--- src/rtl/dbgtrig_pkg.sv ---
package dbgtrig_pkg;

  localparam int BUS_W      = 32;
  localparam int BYTE_LANES = BUS_W / 8;
  localparam int HALF_LANES = BUS_W / 16;

  localparam logic [1:0] SIZE_BYTE = 2'b00;
  localparam logic [1:0] SIZE_WORD = 2'b01;
  localparam logic [1:0] SIZE_LONG = 2'b10;

  localparam logic [1:0] DIR_READ  = 2'b01;
  localparam logic [1:0] DIR_WRITE = 2'b10;

  localparam logic [3:0] MODE_ANY          = 4'd0;
  localparam logic [3:0] MODE_PC           = 4'd1;
  localparam logic [3:0] MODE_ADDR         = 4'd2;
  localparam logic [3:0] MODE_DATA         = 4'd3;
  localparam logic [3:0] MODE_AD           = 4'd4;
  localparam logic [3:0] MODE_PC_OR_ADDR   = 4'd5;
  localparam logic [3:0] MODE_PC_OR_AD     = 4'd6;
  localparam logic [3:0] MODE_PC_THEN_ADDR = 4'd7;
  localparam logic [3:0] MODE_PC_THEN_DATA = 4'd8;
  localparam logic [3:0] MODE_PC_THEN_AD   = 4'd9;
  localparam logic [3:0] MODE_ADDR_THEN_PC = 4'd10;
  localparam logic [3:0] MODE_DATA_THEN_PC = 4'd11;
  localparam logic [3:0] MODE_AD_THEN_PC   = 4'd12;
  localparam logic [3:0] MODE_IDLE         = 4'd15;

  // control -> datapath strobes
  typedef struct packed {
    logic loadCfg;
    logic matchEn;
  } ctrlStrobe_t;

  // datapath -> control comparator results
  typedef struct packed {
    logic anyEvt;
    logic pcHit;
    logic addrHit;
    logic dataHit;
  } matchVec_t;

endpackage

--- src/rtl/dbgtrig_lane.sv ---
module dbgtrig_lane
  import dbgtrig_pkg::*;
(
  input  logic [BUS_W-1:0] busData,
  input  logic [1:0]       addrLo,
  input  logic [1:0]       size,
  output logic [BUS_W-1:0] laneVal,
  output logic             sizeOk
);

  logic [7:0]  byteArr [BYTE_LANES];
  logic [15:0] halfArr [HALF_LANES];
  logic [1:0]  byteIdx;
  logic        halfIdx;

  // lane 0 holds the least significant byte; address offset 0 is the most significant lane
  for (genvar i = 0; i < BYTE_LANES; i++) begin : g_byte
    assign byteArr[i] = busData[8*i +: 8];
  end
  for (genvar j = 0; j < HALF_LANES; j++) begin : g_half
    assign halfArr[j] = busData[16*j +: 16];
  end

  assign byteIdx = 2'(BYTE_LANES - 1) - addrLo;
  assign halfIdx = ~addrLo[1];

  always_comb begin
    laneVal = '0;
    sizeOk  = 1'b1;
    unique case (size)
      SIZE_BYTE: laneVal = {{(BUS_W-8){1'b0}},  byteArr[byteIdx]};
      SIZE_WORD: laneVal = {{(BUS_W-16){1'b0}}, halfArr[halfIdx]};
      SIZE_LONG: laneVal = busData;
      default:   sizeOk  = 1'b0;
    endcase
  end

endmodule

--- src/rtl/dbgtrig_match.sv ---
module dbgtrig_match
  import dbgtrig_pkg::*;
#(
  parameter int AW = 32
) (
  input  logic             clk,
  input  logic             rst_n,
  input  ctrlStrobe_t      strobe,
  input  logic [3:0]       cfgMode,
  input  logic [AW-1:0]    cfgPc,
  input  logic [AW-1:0]    cfgAddr,
  input  logic [BUS_W-1:0] cfgData,
  input  logic [1:0]       cfgSize,
  input  logic [1:0]       cfgDir,
  input  logic             evtPcValid,
  input  logic [AW-1:0]    evtPc,
  input  logic             busValid,
  input  logic [AW-1:0]    busAddr,
  input  logic [BUS_W-1:0] busData,
  input  logic [1:0]       busSize,
  input  logic             busWrite,
  output matchVec_t        hits,
  output logic [3:0]       modeQ
);

  logic [AW-1:0]    pcQ, addrQ;
  logic [BUS_W-1:0] dataQ, dataMask, laneVal;
  logic [1:0]       sizeQ, dirQ;
  logic             sizeOk, dirOk, accessOk;

  always_ff @(posedge clk or negedge rst_n) begin
    if (!rst_n) begin
      modeQ <= MODE_IDLE;
      pcQ   <= '0;
      addrQ <= '0;
      dataQ <= '0;
      sizeQ <= SIZE_LONG;
      dirQ  <= '0;
    end else if (strobe.loadCfg) begin
      modeQ <= cfgMode;
      pcQ   <= cfgPc;
      addrQ <= cfgAddr;
      dataQ <= cfgData;
      sizeQ <= cfgSize;
      dirQ  <= cfgDir;
    end
  end

  dbgtrig_lane u_lane (
    .busData (busData),
    .addrLo  (busAddr[1:0]),
    .size    (busSize),
    .laneVal (laneVal),
    .sizeOk  (sizeOk)
  );

  always_comb begin
    unique case (dirQ)
      DIR_READ:  dirOk = !busWrite;
      DIR_WRITE: dirOk = busWrite;
      default:   dirOk = 1'b1;
    endcase
  end

  always_comb begin
    unique case (sizeQ)
      SIZE_BYTE: dataMask = {{(BUS_W-8){1'b0}},  8'hFF};
      SIZE_WORD: dataMask = {{(BUS_W-16){1'b0}}, 16'hFFFF};
      default:   dataMask = '1;
    endcase
  end

  assign accessOk = strobe.matchEn && busValid && dirOk;

  assign hits.anyEvt  = strobe.matchEn && (evtPcValid || busValid);
  assign hits.pcHit   = strobe.matchEn && evtPcValid && (evtPc == pcQ);
  assign hits.addrHit = accessOk && (busAddr == addrQ);
  assign hits.dataHit = accessOk && sizeOk && (busSize == sizeQ) &&
                        (laneVal == (dataQ & dataMask));

endmodule

--- src/rtl/dbgtrig_ctrl.sv ---
module dbgtrig_ctrl
  import dbgtrig_pkg::*;
(
  input  logic        clk,
  input  logic        rst_n,
  input  logic        enable,
  input  logic        rearm,
  input  logic        cfgWrite,
  input  logic [3:0]  modeQ,
  input  matchVec_t   hits,
  output ctrlStrobe_t strobe,
  output logic        trigPulse,
  output logic        hitFlag,
  output logic        seqArmed
);

  logic armedQ, trigQ, hitQ;
  logic adHit, isThen, singleHit, firstHit, secondHit, fire, armNext;

  assign strobe.loadCfg = cfgWrite;
  assign strobe.matchEn = enable && !cfgWrite && !rearm;

  assign adHit = hits.addrHit && hits.dataHit;

  always_comb begin
    isThen    = 1'b0;
    singleHit = 1'b0;
    firstHit  = 1'b0;
    secondHit = 1'b0;
    case (modeQ)
      MODE_ANY:        singleHit = hits.anyEvt;
      MODE_PC:         singleHit = hits.pcHit;
      MODE_ADDR:       singleHit = hits.addrHit;
      MODE_DATA:       singleHit = hits.dataHit;
      MODE_AD:         singleHit = adHit;
      MODE_PC_OR_ADDR: singleHit = hits.pcHit || hits.addrHit;
      MODE_PC_OR_AD:   singleHit = hits.pcHit || adHit;
      MODE_PC_THEN_ADDR: begin isThen = 1'b1; firstHit = hits.pcHit;   secondHit = hits.addrHit; end
      MODE_PC_THEN_DATA: begin isThen = 1'b1; firstHit = hits.pcHit;   secondHit = hits.dataHit; end
      MODE_PC_THEN_AD:   begin isThen = 1'b1; firstHit = hits.pcHit;   secondHit = adHit;        end
      MODE_ADDR_THEN_PC: begin isThen = 1'b1; firstHit = hits.addrHit; secondHit = hits.pcHit;   end
      MODE_DATA_THEN_PC: begin isThen = 1'b1; firstHit = hits.dataHit; secondHit = hits.pcHit;   end
      MODE_AD_THEN_PC:   begin isThen = 1'b1; firstHit = adHit;        secondHit = hits.pcHit;   end
      default: ;
    endcase
  end

  assign fire    = isThen ? (armedQ && secondHit) : singleHit;
  assign armNext = isThen ? (armedQ ? !secondHit : firstHit) : 1'b0;

  always_ff @(posedge clk or negedge rst_n) begin
    if (!rst_n) begin
      armedQ <= 1'b0;
      trigQ  <= 1'b0;
      hitQ   <= 1'b0;
    end else if (cfgWrite || rearm) begin
      armedQ <= 1'b0;
      trigQ  <= 1'b0;
      hitQ   <= 1'b0;
    end else if (!enable) begin
      armedQ <= 1'b0;
      trigQ  <= 1'b0;
    end else begin
      armedQ <= armNext;
      trigQ  <= fire;
      hitQ   <= hitQ || fire;
    end
  end

  assign trigPulse = trigQ;
  assign hitFlag   = hitQ;
  assign seqArmed  = armedQ;

endmodule

--- src/rtl/dbg_trigger_seq.sv ---
module dbg_trigger_seq
  import dbgtrig_pkg::*;
#(
  parameter int AW = 32
) (
  input  logic             clk,
  input  logic             rst_n,
  input  logic             enable,
  input  logic             rearm,
  input  logic             cfgWrite,
  input  logic [3:0]       cfgMode,
  input  logic [AW-1:0]    cfgPc,
  input  logic [AW-1:0]    cfgAddr,
  input  logic [31:0]      cfgData,
  input  logic [1:0]       cfgSize,
  input  logic [1:0]       cfgDir,
  input  logic             evtPcValid,
  input  logic [AW-1:0]    evtPc,
  input  logic             busValid,
  input  logic [AW-1:0]    busAddr,
  input  logic [31:0]      busData,
  input  logic [1:0]       busSize,
  input  logic             busWrite,
  output logic             trigPulse,
  output logic             hitFlag,
  output logic             seqArmed
);

  ctrlStrobe_t strobe;
  matchVec_t   hits;
  logic [3:0]  modeQ;

  dbgtrig_match #(.AW(AW)) u_match (
    .clk        (clk),
    .rst_n      (rst_n),
    .strobe     (strobe),
    .cfgMode    (cfgMode),
    .cfgPc      (cfgPc),
    .cfgAddr    (cfgAddr),
    .cfgData    (cfgData),
    .cfgSize    (cfgSize),
    .cfgDir     (cfgDir),
    .evtPcValid (evtPcValid),
    .evtPc      (evtPc),
    .busValid   (busValid),
    .busAddr    (busAddr),
    .busData    (busData),
    .busSize    (busSize),
    .busWrite   (busWrite),
    .hits       (hits),
    .modeQ      (modeQ)
  );

  dbgtrig_ctrl u_ctrl (
    .clk       (clk),
    .rst_n     (rst_n),
    .enable    (enable),
    .rearm     (rearm),
    .cfgWrite  (cfgWrite),
    .modeQ     (modeQ),
    .hits      (hits),
    .strobe    (strobe),
    .trigPulse (trigPulse),
    .hitFlag   (hitFlag),
    .seqArmed  (seqArmed)
  );

endmodule

--- config.mk ---
export PLATFORM = sky130hd
export DESIGN_NAME = dbg_trigger_seq
export DESIGN_NICKNAME = d
export VERILOG_FILES = /design/src/rtl/dbgtrig_pkg.sv /design/src/rtl/dbgtrig_lane.sv /design/src/rtl/dbgtrig_match.sv /design/src/rtl/dbgtrig_ctrl.sv /design/src/rtl/dbg_trigger_seq.sv
export SDC_FILE = /design/constraint.sdc
export NUM_CORES = 1
export LEC_CHECK = 0
export ABC_AREA = 0
export BUFFER_PORTS_ARGS = -buffer_cell sky130_fd_sc_hd__buf_2
export CORE_MARGIN = 3
export CORE_UTILIZATION = 50
export DETAILED_ROUTE_END_ITERATION = 8
export PLACE_DENSITY = 0.81
export SYNTH_ARGS = -nofsm -noshare
export SYNTH_HDL_FRONTEND = slang
export SYNTH_SLANG_ARGS = --single-unit
--- constraint.sdc ---
create_clock -name clk -period 3.46 [get_ports clk]
set_input_delay 0.346 -clock clk [delete_from_list [all_inputs] [get_ports clk]]
set_output_delay 0.346 -clock clk [all_outputs]
set_load 0.05 [all_outputs]
; Word-level counts from Yosys, hierarchy flattened
; Index checks and enable logic that the tools add are counted.
[op_classes]
add_sub_neg = 1
order_cmp = 2
bitwise = 4
n_mux = 23
n_eq_ne = 21
n_reduce_logical = 30
[ops]
columns = cell, n
row1 = $eq A32 B32 Y1, 3
row2 = $pmux W32 S3, 1
row3 = $pmux W32 S2, 1
row4 = $mux W16, 3
row5 = $and A32 B32 Y32, 1
row6 = $eq A4 B4 Y1 const B, 5
row7 = $bmux W8 S2, 1
row8 = $eq A4 B3 Y1 const B, 4
row9 = $mux W8, 2
row10 = $logic_and A1 B1 Y1, 13
row11 = $mux W1, 11
row12 = $reduce_or A3 Y1, 3
row13 = $eq A4 B2 Y1 const B, 2
row14 = $pmux W1 S4, 2
row15 = $pmux W1 S7, 1
row16 = $eq A2 B1 Y1 const B, 3
row17 = $reduce_or A6 Y1, 1
row18 = $logic_or A1 B1 Y1, 5
row19 = $eq A2 B2 Y1 const B, 2
row20 = $eq A4 B1 Y1 const B, 1
row21 = $logic_not A1 Y1, 4
row22 = $logic_not A2 Y1, 2
row23 = $logic_not A4 Y1, 1
row24 = $ge A3 B3 Y1 const B, 1
row25 = other kinds (8), 8
[totals]
output_inout_bits = 3
regBits = 107
elab_cells = 90

; Depth between registers and ports, before layout
[depth]
ltp_word = 15
depth_mapped = 10
mapped_depth_nobuf = 10

; Hierarchy
; Synthesis repeated with hierarchy kept, for this count alone.
[unflattened]
hier_cells = 571
area_unflattened_um2 = 6326.1
[by_module_without_submodules]
columns = mod, cells_each, n_inst, area_per_inst_um2
row1 = dbgtrig_match, 418, 1, 5255.0
row2 = dbgtrig_lane, 108, 1, 705.7
row3 = dbgtrig_ctrl, 45, 1, 365.4

; Worst setup path after synthesis
; Ideal clock, no wire load.
[synth_timing]
path_type = input -> register
startpoint = input busAddr[0]
endpoint = register u_ctrl.armedQ (netlist: u_ctrl.seqArmed)
path_stages = 8
required_time_ns = 3.374
slack_ns = 1.186
setup_time_ns = 0.086
arrival_ns = 2.188
cell_sequence = or3_1 o32a_1 o21ai_1 mux2_1 nor4b_2 nand4_1 o31a_1 nor3_1
[synth_between]
elab_chain_cells = 15
elab_cells_between_ends = 18
cone_classes = add/sub (1) / eq/ne (2) / mux (10) / bitwise (1) / reduce/logical (4)
[synth_lines]
columns = item, line
row1 = "start, declared", dbg_trigger_seq.sv:20  ; input logic [AW-1:0] busAddr,
row2 = $sub A2 B2 Y2, dbgtrig_lane.sv:24  ; assign byteIdx = 2'(BYTE_LANES - 1) - addrLo;
row3 = $not A2 Y3 (implied by the code), dbgtrig_lane.sv:31  ; SIZE_BYTE: laneVal = {{(BUS_W-8){1'b0}}, byteArr[byteIdx]};
row4 = $bmux W8 S2, dbgtrig_lane.sv:31
row5 = $mux W8 (implied by the code) (2 in series), dbgtrig_lane.sv:31
row6 = $pmux W32 S3, dbgtrig_lane.sv:30  ; unique case (size)
row7 = $eq A32 B32 Y1, dbgtrig_match.sv:79  ; (laneVal == (dataQ & dataMask));
row8 = $logic_and A1 B1 Y1, dbgtrig_match.sv:78  ; assign hits.dataHit = accessOk && sizeOk && (busSize == sizeQ) &&
row9 = $logic_and A1 B1 Y1, dbgtrig_ctrl.sv:23  ; assign adHit = hits.addrHit && hits.dataHit;
row10 = $pmux W1 S4, dbgtrig_ctrl.sv:30  ; case (modeQ)
row11 = $logic_not A1 Y1, dbgtrig_ctrl.sv:49  ; assign armNext = isThen ? (armedQ ? !secondHit : firstHit) : 1'b0;
row12 = $mux W1 * (2 in series), dbgtrig_ctrl.sv:49
row13 = $mux W1 *, dbgtrig_ctrl.sv:60  ; end else if (!enable) begin
row14 = $mux W1 *, dbgtrig_ctrl.sv:56  ; end else if (cfgWrite || rearm) begin
row15 = "end signal, assigned", dbgtrig_ctrl.sv:64  ; armedQ <= armNext;
row16 = "end, declared", dbgtrig_ctrl.sv:17  ; logic armedQ, trigQ, hitQ;
; Every way passes the cells marked *; elsewhere a longest branch is shown, timed or not. The select of a mux whose other input is x is not followed.
; A chain may end at the register's enable or synchronous reset.

; Worst setup path in the final report
[layout_timing]
startpoint = input busAddr[1]
endpoint = register u_ctrl.armedQ (netlist: u_ctrl.seqArmed)
[layout_between]
elab_chain_cells = 15
elab_cells_between_ends = 23
cone_classes = add/sub (1) / eq/ne (2) / mux (13) / bitwise (3) / reduce/logical (4)
[layout_lines]
columns = item, line
row1 = $sub A2 B2 Y2 or $not A1 Y1 (tied branches), "dbgtrig_lane.sv:24, dbgtrig_lane.sv:25"
row2 = $not A2 Y3 (implied by the code) or $not A1 Y2 (tied branches), "dbgtrig_lane.sv:31, dbgtrig_lane.sv:32"
row3 = $bmux W8 S2 or $mux W16 (tied branches), "dbgtrig_lane.sv:31, dbgtrig_lane.sv:32"
row4 = $mux W8 (implied by the code) or $mux W16 (tied branches) (2 in series), "dbgtrig_lane.sv:31, dbgtrig_lane.sv:32"
row5 = $pmux W32 S3, dbgtrig_lane.sv:30
row6 = $eq A32 B32 Y1, dbgtrig_match.sv:79
row7 = $logic_and A1 B1 Y1, dbgtrig_match.sv:78
row8 = $logic_and A1 B1 Y1, dbgtrig_ctrl.sv:23
row9 = $pmux W1 S4, dbgtrig_ctrl.sv:30
row10 = $logic_not A1 Y1, dbgtrig_ctrl.sv:49
row11 = $mux W1 * (2 in series), dbgtrig_ctrl.sv:49
row12 = $mux W1 *, dbgtrig_ctrl.sv:60
row13 = $mux W1 *, dbgtrig_ctrl.sv:56
; Marked as above.

==> reports/qor.yml <==
floorplan:
  initial_utilization_pct: 51.7
  num_io_pins: 213
  coreArea_mm2: 0.0121
  die_w_um: 118
  fp.dieArea_mm2: 0.0139
  rows: 40
  die_h_um: 118
status:
  outcome: "finished clean"
synthesis:
  async_flop_share_pct: 100
  syn-num-nets: 784
  synth_top_area_share_pct: 40.7
  avgSynthCellArea_um2: 11.0
  syn_area_mm2: 0.00626
  yosysMostFrequentCell: "dfrtp_1"
  synth.distinct_cells: 67
  synth_edf_count: 0
  yosys_warnings: 0
  synth_ff_type: "dfrtp_1"
  synthTopCellsByArea: "dfrtp_1 41%, mux2_2 18%, xnor2_1 10%, o21ai_0 3.1%, nand4_1 2.2%"
  ys_ff_latch: 107
  synth-seq-area-share_pct: 42.8
  synth_top_area_cell: "dfrtp_1"
  synth_cells: 572
  netlist_top_cells_count: "102 x dfrtp_1, 101 x mux2_2, 73 x xnor2_1"
layout:
  diodes: 0
  fill_cells: 1038
  final_core_util_pct: 63.9
  final_nets: 988
  drive_above_1_share_pct: 44.7
  syn_to_final_growth_pct: 23.6
critical_path:
  start_kind: "primary input"
  cp.arrival_ps: 2840
  path_class: "in2reg"
  ff2ff_setup_slack_ps: 890
  critPathMaxFanout: 22
  end_kind: "flip-flop"
  crit_required_ps: 3730
sta:
  max_slew_margin_pct: 32.6
  period_share_pct: 74.4
  hold_viol: 0
  finalClockSkew_ps: 7.81
  max_freq_ghz: 0.388
  drv_slew: 0
  finalSetupViolCount: 0
  period_minus_slack_ps: 2580
  rsz0062_at_grt: "false"
  fin_tns_setup_ps: 0
  worstMarginPinSlew_ps: 1010
cts:
  cts.path.max_buffers: 2
  path_clk_slew_ps: 70
  post-cts-setup-buffer-count: 0
  h-tree-depth: 3
  cts_num_sinks: 107
  cts_resized: 0
  cts_made_buffers: 9
  root_buffer: "clkbuf_16"
  clock_latency_ps: 360
  hold_buffers: 0
  cts_tree: "built"
job:
  maxCapViolations: 0
grt:
  groute.usage.overall_pct: 25.0
  grt.overflow.total: 0
  grt_pass1_vias: 5644
  grt_max_degree: 81
  antenna_found_initial: 0
  grt_pass1_wl_um: 28000
power_and_ir_drop:
  power_density_mw_per_mm2: 410
  ir_worst_vdd_mv: 0.358
  p_leak_nw: 3.38
  power_w: 0.00318
detailed_routing:
  first_pass_iters: 5
  via_count: 5353
  wire_per_inst_um: 18.4
  ant_nets: 0
  drt_wl_total_um: 17500
  post_drt_via_cell_ratio: 5.64
  drt-initial-drc-count: 275
  drc: 0
placement:
  dp_hpwl_um: 13500
  port_buffers: 212
  gp_congestion: 0.911
worst_hold_path:
  hp-class: "in2async"
## path summary, 6_finish.rpt
check	cells after the start	to	start
worst max register to register	8	u_ctrl.seqArmed	u_match.sizeQ[0]
worst min-delay path	1	u_match.dataQ[6]	rst_n
worst min register to register	1	u_ctrl.hitFlag	u_ctrl.hitFlag
max in group asynchronous	2	u_match.addrQ[28]	rst_n
worst max-delay path	9	u_ctrl.seqArmed	busAddr[1]
min in group clk	3	u_match.modeQ[1]	cfgMode[1]
## per-stage QoR
stage | cell area, um^2 | hold slack, ps | std cells | worst slack, ps
floorplan | 6260 | 50.4 | 572 | 1190
global placement | 7450 | 472 | 933 | 580
detailed placement | 7450 | 488 | 933 | 520
CTS | 7740 | 185 | 949 | 906
global route | 7740 | 198 | 949 | 701
finish | 7740 | 164 | 949 | 884
## power by group
part	internal [W]	total [W]	switching (W)
sequential	0.00138	0.00149	0.000116
combinational	0.000361	0.000656	0.000295
clock	0.000523	0.00103	0.000506
total	0.00226	0.00318	0.000917
## placed cells by master (no fill, tap or decap), types with 3 or more instances in the layout
cell type	instances
nand2_1	19
nand3_1	11
nor2_1	30
o21ai_0	39
dfrtp_1	102
a21oi_1	10
a31oi_1	9
o22ai_1	6
mux2i_1	10
nor3_1	10
nor4bb_1	8
buf_2	210
xor2_1	7
nor4_1	10
clkbuf_16	9
buf_4	6
xnor2_1	73
nand4_1	22
or4_1	3
nand2b_1	6
o21a_1	4
dfstp_2	5
inv_1	9
mux2_2	101
mux2_4	3
or3_1	3
o21bai_1	3
## per-layer routing
| metal | track usage (%) | wire, um | vias up |
|---|---|---|---|
| li1 | - | - | 2505 |
| met1 | 30.5 | 7140 | 2567 |
| met2 | 42.7 | 8590 | 261 |
| met3 | 8.27 | 1500 | 20 |
| met4 | 6.67 | 239 | 0 |
| met5 | 0 | 0 | - |
## sequential cells by signal (all words and copies together) (netlist names)
register and count:
u_match.addrQ 32, u_match.dataQ 32, u_match.pcQ 32, u_match.modeQ 4, u_match.dirQ 2, u_match.sizeQ 2
u_ctrl.hitFlag 1, u_ctrl.seqArmed 1, u_ctrl.trigPulse 1
## critical path: stages
cell and delay, ps:
buf_2 440, mux2_2 410, o32a_1 160, o21ai_1 90, mux2_1 350, nor4b_2 290
nand4_1 230, o31a_1 340, nor3_1 180
## cell type report
cell class / instances / area (um^2) / share of cell area [%]
clock buffer: 10 / 239 / 3.09
clock inverter: 6 / 53.8 / 0.695
inverter: 9 / 33.8 / 0.436
multi-input combinational: 433 / 3430 / 44.3
sequential: 107 / 2680 / 34.7
tap: 168 / 210 / 2.71
timing repair buffer: 216 / 1100 / 14.2
## cell families (layout without fill, tap and decap cells)
kind of cell | Yosys count | in the layout | share of synthesized area [%]
AND/OR/NAND/NOR | 137 | 137 | 12.3
XOR/XNOR | 80 | 80 | 11.2
AO/OA/AOI/OAI | 99 | 99 | 10.2
adder cells (fa/ha/maj) | 2 | 2 | 0.399
multiplexers | 115 | 115 | 20.7
buffers and inverters | 32 | 241 | 2.44
flip-flops | 107 | 107 | 42.8
(Power assumes the default switching activity.)
